<file path="src/rtl/fpg_pkg.sv">
`timescale 1ns/1ps
package fpg_pkg;

  typedef enum logic [1:0] {
    MODE_NORMAL   = 2'd0,
    MODE_DRAIN    = 2'd1,
    MODE_FALLBACK = 2'd2
  } mode_e;

  // strobes from the mode control into the datapath
  typedef struct packed {
    logic hitInc;    // count one matching cycle
    logic exitLoad;  // load the fallback length
    logic exitDec;   // one retirement consumed
  } ctlStrb_t;

endpackage

</file>
<file path="src/rtl/fpg_datapath.sv">
`timescale 1ns/1ps
module fpg_datapath
  import fpg_pkg::*;
#(
  parameter int N_ENT = 16,
  parameter int SIG_W = 32,
  parameter int HIT_W = 8,
  parameter int LEN_W = 16,
  localparam int IDX_W = $clog2(N_ENT)
) (
  input  logic             clk,
  input  logic             rstN,
  input  logic             cfgWrEn,
  input  logic [IDX_W-1:0] cfgIdx,
  input  logic [SIG_W-1:0] cfgValue,
  input  logic [SIG_W-1:0] cfgCare,
  input  logic             cfgValid,
  input  logic [SIG_W-1:0] sigVec,
  input  logic [LEN_W-1:0] fallbackLen,
  input  ctlStrb_t         strb,
  output logic             anyMatch,
  output logic             exitLast,
  output logic [HIT_W-1:0] hitCount
);

  logic [N_ENT-1:0] matchVec;
  logic [LEN_W-1:0] exitCnt;

  // one ternary entry per table slot
  for (genvar e = 0; e < N_ENT; e++) begin : g_ent
    logic [SIG_W-1:0] entVal;
    logic [SIG_W-1:0] entCare;
    logic             entVld;
    logic             wrHere;

    assign wrHere = cfgWrEn && (cfgIdx == IDX_W'(e));

    always_ff @(posedge clk or negedge rstN) begin
      if (!rstN) begin
        entVal  <= '0;
        entCare <= '0;
        entVld  <= 1'b0;
      end else if (wrHere) begin
        entVal  <= cfgValue;
        entCare <= cfgCare;
        entVld  <= cfgValid;
      end
    end

    // slot under write is masked for this cycle
    assign matchVec[e] = entVld && !wrHere &&
                         (((sigVec ^ entVal) & entCare) == '0);
  end

  assign anyMatch = |matchVec;

  // saturating match counter
  always_ff @(posedge clk or negedge rstN) begin
    if (!rstN) begin
      hitCount <= '0;
    end else if (strb.hitInc && (hitCount != '1)) begin
      hitCount <= hitCount + 1'b1;
    end
  end

  // remaining retirements of the fallback episode
  always_ff @(posedge clk or negedge rstN) begin
    if (!rstN) begin
      exitCnt <= '0;
    end else if (strb.exitLoad) begin
      exitCnt <= fallbackLen;
    end else if (strb.exitDec && (exitCnt != '0)) begin
      exitCnt <= exitCnt - 1'b1;
    end
  end

  assign exitLast = (exitCnt <= LEN_W'(1));


  hit_sat_chk: assert property (@(posedge clk) disable iff (!rstN)
    (hitCount == '1) |=> (hitCount == '1));


  hit_step_chk: assert property (@(posedge clk) disable iff (!rstN)
    (hitCount != '1) |=> ((hitCount == $past(hitCount)) ||
                          (hitCount == $past(hitCount) + 1'b1)));


  write_mask_chk: assert property (@(posedge clk) disable iff (!rstN)
    (cfgWrEn && (cfgIdx == '0) && !(|matchVec[N_ENT-1:1])) |-> !anyMatch);

endmodule

</file>
<file path="src/rtl/fpg_mode_ctrl.sv">
`timescale 1ns/1ps
module fpg_mode_ctrl
  import fpg_pkg::*;
(
  input  logic     clk,
  input  logic     rstN,
  input  logic     anyMatch,
  input  logic     exitLast,
  input  logic     drainDone,
  input  logic     retireValid,
  input  logic     exitAck,
  output ctlStrb_t strb,
  output logic     drainReq,
  output logic     fallbackActive,
  output logic     exitReq
);

  mode_e modeQ;
  mode_e modeNxt;
  logic  leaveFb;

  always_comb begin
    modeNxt       = modeQ;
    strb          = '0;
    strb.hitInc   = anyMatch;
    unique case (modeQ)
      MODE_NORMAL: begin
        if (anyMatch) modeNxt = MODE_DRAIN;
      end
      MODE_DRAIN: begin
        if (drainDone) begin
          modeNxt       = MODE_FALLBACK;
          strb.exitLoad = 1'b1;
        end
      end
      MODE_FALLBACK: begin
        if (retireValid) begin
          strb.exitDec = 1'b1;
          if (exitLast) modeNxt = MODE_NORMAL;
        end
      end
      default: modeNxt = MODE_NORMAL;
    endcase
  end

  assign leaveFb = (modeQ == MODE_FALLBACK) && retireValid && exitLast;

  always_ff @(posedge clk or negedge rstN) begin
    if (!rstN) begin
      modeQ   <= MODE_NORMAL;
      exitReq <= 1'b0;
    end else begin
      modeQ <= modeNxt;
      if (leaveFb)      exitReq <= 1'b1;
      else if (exitAck) exitReq <= 1'b0;
    end
  end

  assign drainReq       = (modeQ == MODE_DRAIN);
  assign fallbackActive = (modeQ == MODE_FALLBACK);


  normal_to_drain_chk: assert property (@(posedge clk) disable iff (!rstN)
    (!drainReq && !fallbackActive && anyMatch) |=> drainReq);


  drain_hold_chk: assert property (@(posedge clk) disable iff (!rstN)
    (drainReq && !drainDone) |=> (drainReq && !fallbackActive));


  drain_exit_chk: assert property (@(posedge clk) disable iff (!rstN)
    (drainReq && drainDone) |=> (fallbackActive && !drainReq));


  exit_hold_chk: assert property (@(posedge clk) disable iff (!rstN)
    (exitReq && !exitAck) |=> exitReq);


  fb_hold_chk: assert property (@(posedge clk) disable iff (!rstN)
    (fallbackActive && !retireValid) |=> fallbackActive);

endmodule

</file>
<file path="src/rtl/fault_pattern_guard.sv">
`timescale 1ns/1ps
module fault_pattern_guard
  import fpg_pkg::*;
#(
  parameter int N_ENT = 16,
  parameter int SIG_W = 32,
  parameter int HIT_W = 8,
  parameter int LEN_W = 16,
  localparam int IDX_W = $clog2(N_ENT)
) (
  input  logic             clk,
  input  logic             rstN,
  input  logic             cfgWrEn,
  input  logic [IDX_W-1:0] cfgIdx,
  input  logic [SIG_W-1:0] cfgValue,
  input  logic [SIG_W-1:0] cfgCare,
  input  logic             cfgValid,
  input  logic [LEN_W-1:0] fallbackLen,
  input  logic [SIG_W-1:0] sigVec,
  input  logic             drainDone,
  input  logic             retireValid,
  input  logic             exitAck,
  output logic             drainReq,
  output logic             fallbackActive,
  output logic             exitReq,
  output logic [HIT_W-1:0] hitCount
);

  ctlStrb_t strb;
  logic     anyMatch;
  logic     exitLast;

  fpg_datapath #(
    .N_ENT(N_ENT), .SIG_W(SIG_W), .HIT_W(HIT_W), .LEN_W(LEN_W)
  ) u_dp (
    .clk(clk), .rstN(rstN),
    .cfgWrEn(cfgWrEn), .cfgIdx(cfgIdx), .cfgValue(cfgValue),
    .cfgCare(cfgCare), .cfgValid(cfgValid),
    .sigVec(sigVec), .fallbackLen(fallbackLen), .strb(strb),
    .anyMatch(anyMatch), .exitLast(exitLast), .hitCount(hitCount)
  );

  fpg_mode_ctrl u_ctrl (
    .clk(clk), .rstN(rstN),
    .anyMatch(anyMatch), .exitLast(exitLast),
    .drainDone(drainDone), .retireValid(retireValid), .exitAck(exitAck),
    .strb(strb), .drainReq(drainReq), .fallbackActive(fallbackActive),
    .exitReq(exitReq)
  );

endmodule

</file>
<file path="config.mk">
export PLATFORM = sky130hd
export DESIGN_NAME = fault_pattern_guard
export DESIGN_NICKNAME = d
export VERILOG_FILES = /design/src/rtl/fpg_pkg.sv /design/src/rtl/fpg_datapath.sv /design/src/rtl/fpg_mode_ctrl.sv /design/src/rtl/fault_pattern_guard.sv
export SDC_FILE = /design/constraint.sdc
export NUM_CORES = 2
export LEC_CHECK = 0
export BUFFER_PORTS_ARGS = -buffer_cell sky130_fd_sc_hd__buf_4
export CAP_MARGIN = 30
export CORE_ASPECT_RATIO = 0.9
export CORE_MARGIN = 3
export CORE_UTILIZATION = 67
export DETAILED_ROUTE_END_ITERATION = 8
export GPL_TIMING_DRIVEN = 0
export PLACE_DENSITY = 0.85
export REMOVE_ABC_BUFFERS = 1
export SYNTH_ARGS = -nofsm -noshare
export SYNTH_HDL_FRONTEND = slang
export SYNTH_HIERARCHICAL = 1
export SYNTH_SLANG_ARGS = --single-unit
export TNS_END_PERCENT = 1
</file>
<file path="constraint.sdc">
create_clock -name clk -period 5.3 [get_ports clk]
set_clock_uncertainty 0.05 [all_clocks]
set_input_delay 0 -clock clk [delete_from_list [all_inputs] [get_ports clk]]
set_output_delay 0 -clock clk [all_outputs]
set_load 0.05 [all_outputs]
</file>
After elaboration in Yosys (flattened, before gate mapping)
Index checks and enable logic that the tools add are counted.
Storage, ports and cells
  bits in registers: 1067
  bits of input ports: 123
  output and inout port bits: 11
  word-level logic and storage cells: 213
Cells by class
  $add $sub $neg: 2
  $lt $le $gt $ge: 1
  eq/ne operators: 22
  muxes and demuxes: 13
  bitwise logic cells: 32
  reductions and logical operators: 91
Operators with widths (count)
  AND 32 bit: 16
  logical NOT 32 bit: 16
  bitwise XOR 32 bit: 16
  logical AND 1 bit: 52
  equality test 4 bit, second input constant: 8
  two-way mux 16 bit: 2
  equality test 4 x 3 -> 1 bit, second input constant: 4
  less-or-equal comparator 16 x 1 -> 1 bit, second input constant: 1
  logical NOT 1 bit: 16
  nonzero test 16 bit: 1
  OR reduction 16 bit: 1
  subtractor 16 x 1 -> 16 bit, second input constant: 1
  adder 8 x 1 -> 8 bit, second input constant: 1
  equality test 4 x 2 -> 1 bit, second input constant: 2
  two-way mux 2 bit: 4
  != test 8 bit, second input constant: 1
  two-way mux 1 bit: 6
  != test 2 bit, second input constant: 3
  one-hot mux 2 bit (3 select lines): 1
  equality test 4 x 1 -> 1 bit, second input constant: 1
  logical NOT 4 bit: 1
  AND reduction 4 bit: 1
  nonzero test 2 bit: 2
  equality test 2 x 1 -> 1 bit, second input constant: 1
  3 further kinds: 3

Logic depth before layout (Yosys ltp)
  depth in word-level cells: 8
  gate-level depth with buffers: 15
  gate-level depth less buffers: 12

By module
Netlist, hierarchy kept.
By module, submodules not included
  fpg_datapath: instances 1, cells each 3314, area each 47210.3 um^2, sequential area each 26625.5 um^2
  fpg_mode_ctrl: instances 1, cells each 14, area each 152.6 um^2, sequential area each 75.1 um^2

Worst setup path after synthesis
Ideal clock, no wire load.
  kind: input-to-reg
  start: in sigVec[20]
  end: reg u_dp.hitCount[7]
  library setup time: 0.082 ns
  arrival time: 2.614 ns
  data required time: 5.168 ns
  setup slack: 2.554 ns
  stages on the path: 15
  path buffers: 3
  path through: clkbuf_1 buf_2 xor2_1 a22o_1 a221oi_1 nand4_1 nor3_1 nor4_1 nand4_1 buf_4 inv_1 a31oi_1 nand4_1 nor3_1 xor2_1
Between the ends
  word-level cells in the longest chain between the ends: 6
  elaborated cells on any way between the ends: 66
  those cells by class: bitwise (32); reduce/logical (34)
RTL lines
  from (decl): RTL line fault_pattern_guard.sv:19  | input logic [SIG_W-1:0] sigVec,
  bitwise XOR 32 bit: RTL line fpg_datapath.sv:52  | (((sigVec ^ entVal) & entCare) == '0);
  AND 32 bit: RTL line fpg_datapath.sv:52
  logical NOT 32 bit: RTL line fpg_datapath.sv:52
  logical AND 1 bit: RTL line fpg_datapath.sv:51  | assign matchVec[e] = entVld && !wrHere &&
  OR reduction 16 bit *: RTL line fpg_datapath.sv:55  | assign anyMatch = |matchVec;
  named net anyMatch: RTL line fault_pattern_guard.sv:30  | logic anyMatch;
  logical AND 1 bit *: RTL line fpg_datapath.sv:61  | end else if (strb.hitInc && (hitCount != '1)) begin
  to (signal assigned): RTL line fpg_datapath.sv:62  | hitCount <= hitCount + 1'b1;
  to (decl): RTL line fpg_datapath.sv:23  | output logic [HIT_W-1:0] hitCount
The timed path passes the listed nets; every way through them passes the cells marked *.
A chain may end at the register's enable or synchronous reset.

Final worst setup path
  start: reg u_dp.g_ent[15].entVal[17]
  end: reg u_dp.hitCount[7]
Between the ends
  word-level cells in the longest chain between the ends: 6
RTL lines
  from (decl): RTL line fpg_datapath.sv:31  | logic [SIG_W-1:0] entVal;
  from (signal assigned): RTL line fpg_datapath.sv:44  | entVal <= cfgValue;
  bitwise XOR 32 bit: RTL line fpg_datapath.sv:52
  AND 32 bit: RTL line fpg_datapath.sv:52
  logical NOT 32 bit: RTL line fpg_datapath.sv:52
  logical AND 1 bit: RTL line fpg_datapath.sv:51
  OR reduction 16 bit: RTL line fpg_datapath.sv:55
  named net anyMatch: RTL line fault_pattern_guard.sv:30
  logical AND 1 bit: RTL line fpg_datapath.sv:61
The timed path passes the listed nets, and every way through them passes these cells.

==> impl_metrics.env <==
export IMPL_clock_root_buffer="clkbuf_16"
export IMPL_synth_cell_types=47
export IMPL_dp_hpwl_mm=83.0
export IMPL_fin_crit_sh_pct=81.8
export IMPL_r2r_slack_ns=0.97
export IMPL_portBuffers=133
export IMPL_max_freq_ghz=0.231
export IMPL_hp_class="in2async"
export IMPL_synth_area_leaders="dfrtp_1 (56%), mux2_2 (25%), xor2_1 (9.6%)"
export IMPL_overflow=0
export IMPL_r2r_cells=12
export IMPL_drive_above_1_share_pct=39.7
export IMPL_maxCapViolations=0
export IMPL_vias=30000
export IMPL_synth_edf_count=0
export IMPL_ys_flop_type="dfrtp_1"
export IMPL_critPathKind="reg2reg"
export IMPL_synthArstFlopShare_pct=100
export IMPL_wl_per_cell_um=30.8
export IMPL_final_cell_mix="dfrtp_1 (1067), mux2_2 (1043), xor2_1 (518)"
export IMPL_syn_inst=3328
export IMPL_syn_to_final_growth_pct=13.9
export IMPL_netlist_area_leader_share_pct=56.4
export IMPL_peakVddDrop_v=0.000333
export IMPL_synthesis_area_mm2=0.0474
export IMPL_start_util_pct=68.4
export IMPL_clk_latency_ns=0.67
export IMPL_hold_viol=11
export IMPL_regToRegEndpoint="u_dp/hitCount[7]$_DFFE_PN0P_"
export IMPL_stdcell_area_mm2=0.0539
export IMPL_finalCriticalPeriod_ns=4.33
export IMPL_required_ns=5.85
export IMPL_multi_input_area_mm2=0.0198
export IMPL_grt_pass1_vias=32100
export IMPL_worst_slew_pin_slew_ns=1.15
export IMPL_nFillCells=3873
export IMPL_rsz0062_at_grt="no"
export IMPL_timing_rr_start="u_dp/g_ent[15].entVal[17]$_DFFE_PN0P_"
export IMPL_gp_congestion=0.872
export IMPL_cts_tree="done"
export IMPL_postSynthAreaPerCell_um2=14.2
export IMPL_placedInstanceArea_mm2=0.0495
export IMPL_powerDensity_mw_per_mm2=443
export IMPL_drt_pass1_iter_count=7
export IMPL_grt_pass1_wl_mm=203
export IMPL_grt_max_degree=138
export IMPL_ys_seq_area_share_pct=56.4
export IMPL_setup_violations=0
export IMPL_finalPower_mw=23.9
export IMPL_core_mm2=0.0692
export IMPL_finalMaxSlewViolations=0
export IMPL_regArea_mm2=0.0267
export IMPL_track_usage_pct=37.4
export IMPL_cts_buffer_depth=3
export IMPL_final_common_cell="dfrtp_1"
export IMPL_cp_endpoint="u_dp/hitCount[7]$_DFFE_PN0P_"
export IMPL_slowest_delay_ns=0.86
export IMPL_crit_fanout=6
export IMPL_drc=0
export IMPL_arrival_ns=4.88
export IMPL_htree_levels=3
export IMPL_synth_top_area_cell="dfrtp_1"
export IMPL_antenna_found_initial=6
export IMPL_cts_clk_slew_worst_paths_ns=0.07
export IMPL_outcome="finished, violations left"
export IMPL_io_pins=134
export IMPL_totalNegativeSetupSlack_ns=0
export IMPL_max_slew_margin_pct=23.4
export IMPL_path_cells="xor2_1 -> a22o_1 -> a221oi_1 -> nand4_1 -> nor3_1 -> nor4_1 -> nand4_1 -> inv_1 -> a31oi_1 -> nand4_1 -> nor3_1 -> xor2_1"
export IMPL_die_area_mm2=0.0739
export IMPL_num_rows=91
export IMPL_via_per_inst=6.71
export IMPL_fp_dieH_um=258
export IMPL_cts_buffers=102
export IMPL_post_cts_buffers=0
export IMPL_cp_end_kind="flop"
export IMPL_violations="negative hold slack"
export IMPL_fin_nets=3579
export IMPL_power_leakage_nw=24.1
export IMPL_critPathLaunch="u_dp/g_ent[15].entVal[17]$_DFFE_PN0P_"
export IMPL_cpMaxStageDelayCell="a221oi_1"
export IMPL_wirelength_mm=138
export IMPL_route_antenna_remaining_nets=0
export IMPL_drt_iter0_drc=2840
export IMPL_startpoint_type="flop"
export IMPL_ys_warn_count=6
export IMPL_clock_sinks=1067
export IMPL_hold_ws_ns=-0.0171
export IMPL_crit_top_cell="nand4_1"
export IMPL_synth_seq_cells=1067
export IMPL_die_w_um=286
Yosys cell counts, types with 9 or more instances:
cell and count:
dfrtp_1 1067, a221oi_1 96, buf_2 44, buf_1 23, a22o_1 96, nand2_1 26, xnor2_1 15, o21ai_0 9
nand4b_1 10, nor2_1 17, clkbuf_1 177, nand4_1 41, a22oi_1 64, xor2_1 518, mux2_2 1043, nor3_1 21
metal layers:
layer / wire length (um) / track usage, % / part of all wire [%] / vias up
met5: 13 / 0 / 0.0094 / -
met4: 7450 / 18.6 / 5.4 / 2
met3: 11700 / 7.79 / 8.5 / 412
met2: 65300 / 59.9 / 47 / 1459
met1: 53300 / 49.0 / 39 / 16000
li1: - / - / - / 12100
metrics by stage:
stage	utilization, %	setup WS (ns)	hold WS, ns	std cells
floorplan	-	0.564	-0.346	3083
global placement	70.1	-7.25	0.143	4146
detailed placement	71.5	1.06	0.0233	4185
CTS	77.8	1.04	0.00860	4458
global route	77.9	0.880	0.0248	4463
finish	77.9	0.967	-0.0171	4466
worst min path at each step:
stage | depth (start not counted) | slack [ns] | to | from
CTS | 3 | 0.009 | u_dp/g_ent[5].entCare[13]$_DFFE_PN0P_ | rstN
global placement | 2 | 0.14 | u_ctrl/modeQ[0]$_DFFE_PN0P_ | drainDone
detailed placement | 1 | 0.02 | u_dp/g_ent[5].entCare[31]$_DFFE_PN0P_ | rstN
global route | 3 | 0.02 | u_dp/g_ent[5].entVal[14]$_DFFE_PN0P_ | rstN
floorplan | 0 | -0.35 | u_ctrl/exitReq$_DFFE_PN0P_ | rstN
finish | 3 | -0.02 | u_dp/g_ent[5].entVal[19]$_DFFE_PN0P_ | rstN
critical path, delay by kind of cell (launching register included):
kind                   cells  cell delay (ns)
AO/OA/AOI/OAI              3             1.60
XOR/XNOR                   2             0.31
flip-flops                 1             0.39
AND/OR/NAND/NOR            6             1.85
buffers and inverters      1             0.07
area by class of cell:
| type | count | share of cell area (%) |
|---|---|---|
| Clock inverter | 34 | 0.784 |
| Inverter | 5 | 0.0348 |
| Multi-Input combinational cell | 2011 | 36.6 |
| Timing Repair Buffer | 265 | 5.27 |
| Tap cell | 930 | 2.16 |
| Clock buffer | 151 | 5.58 |
| Sequential cell | 1067 | 49.5 |
| Antenna cell | 3 | 0.0139 |
flip-flops by register name, indices dropped and copies added (netlist names):
register and flops:
u_dp/g_ent.entCare 512, u_dp/g_ent.entVal 512, u_dp/exitCnt 16, u_dp/g_ent.entVld 16, u_dp/hitCount 8, u_ctrl/modeQ 2, u_ctrl/exitReq 1
repair_timing:
item / CTS / global route
hold endpoints to repair: 1373 / 3
gates resized for setup: 0 / 0
hold buffers: 88 / 2
cell families after synthesis:
family,synth area share [%]
flops,56.4
mux,24.8
xor+xnor,9.86
compound gates,4.84
buf+inv,2.11
simple gates,1.90
fa+ha+maj,0.106
report_power, final:
| part | switching [mW] | internal, mW |
|---|---|---|
| clock network | 3.11 | 4.36 |
| logic | 2.47 | 2.55 |
| registers | 1.31 | 10.1 |
Power figures use the tool's default switching activity.
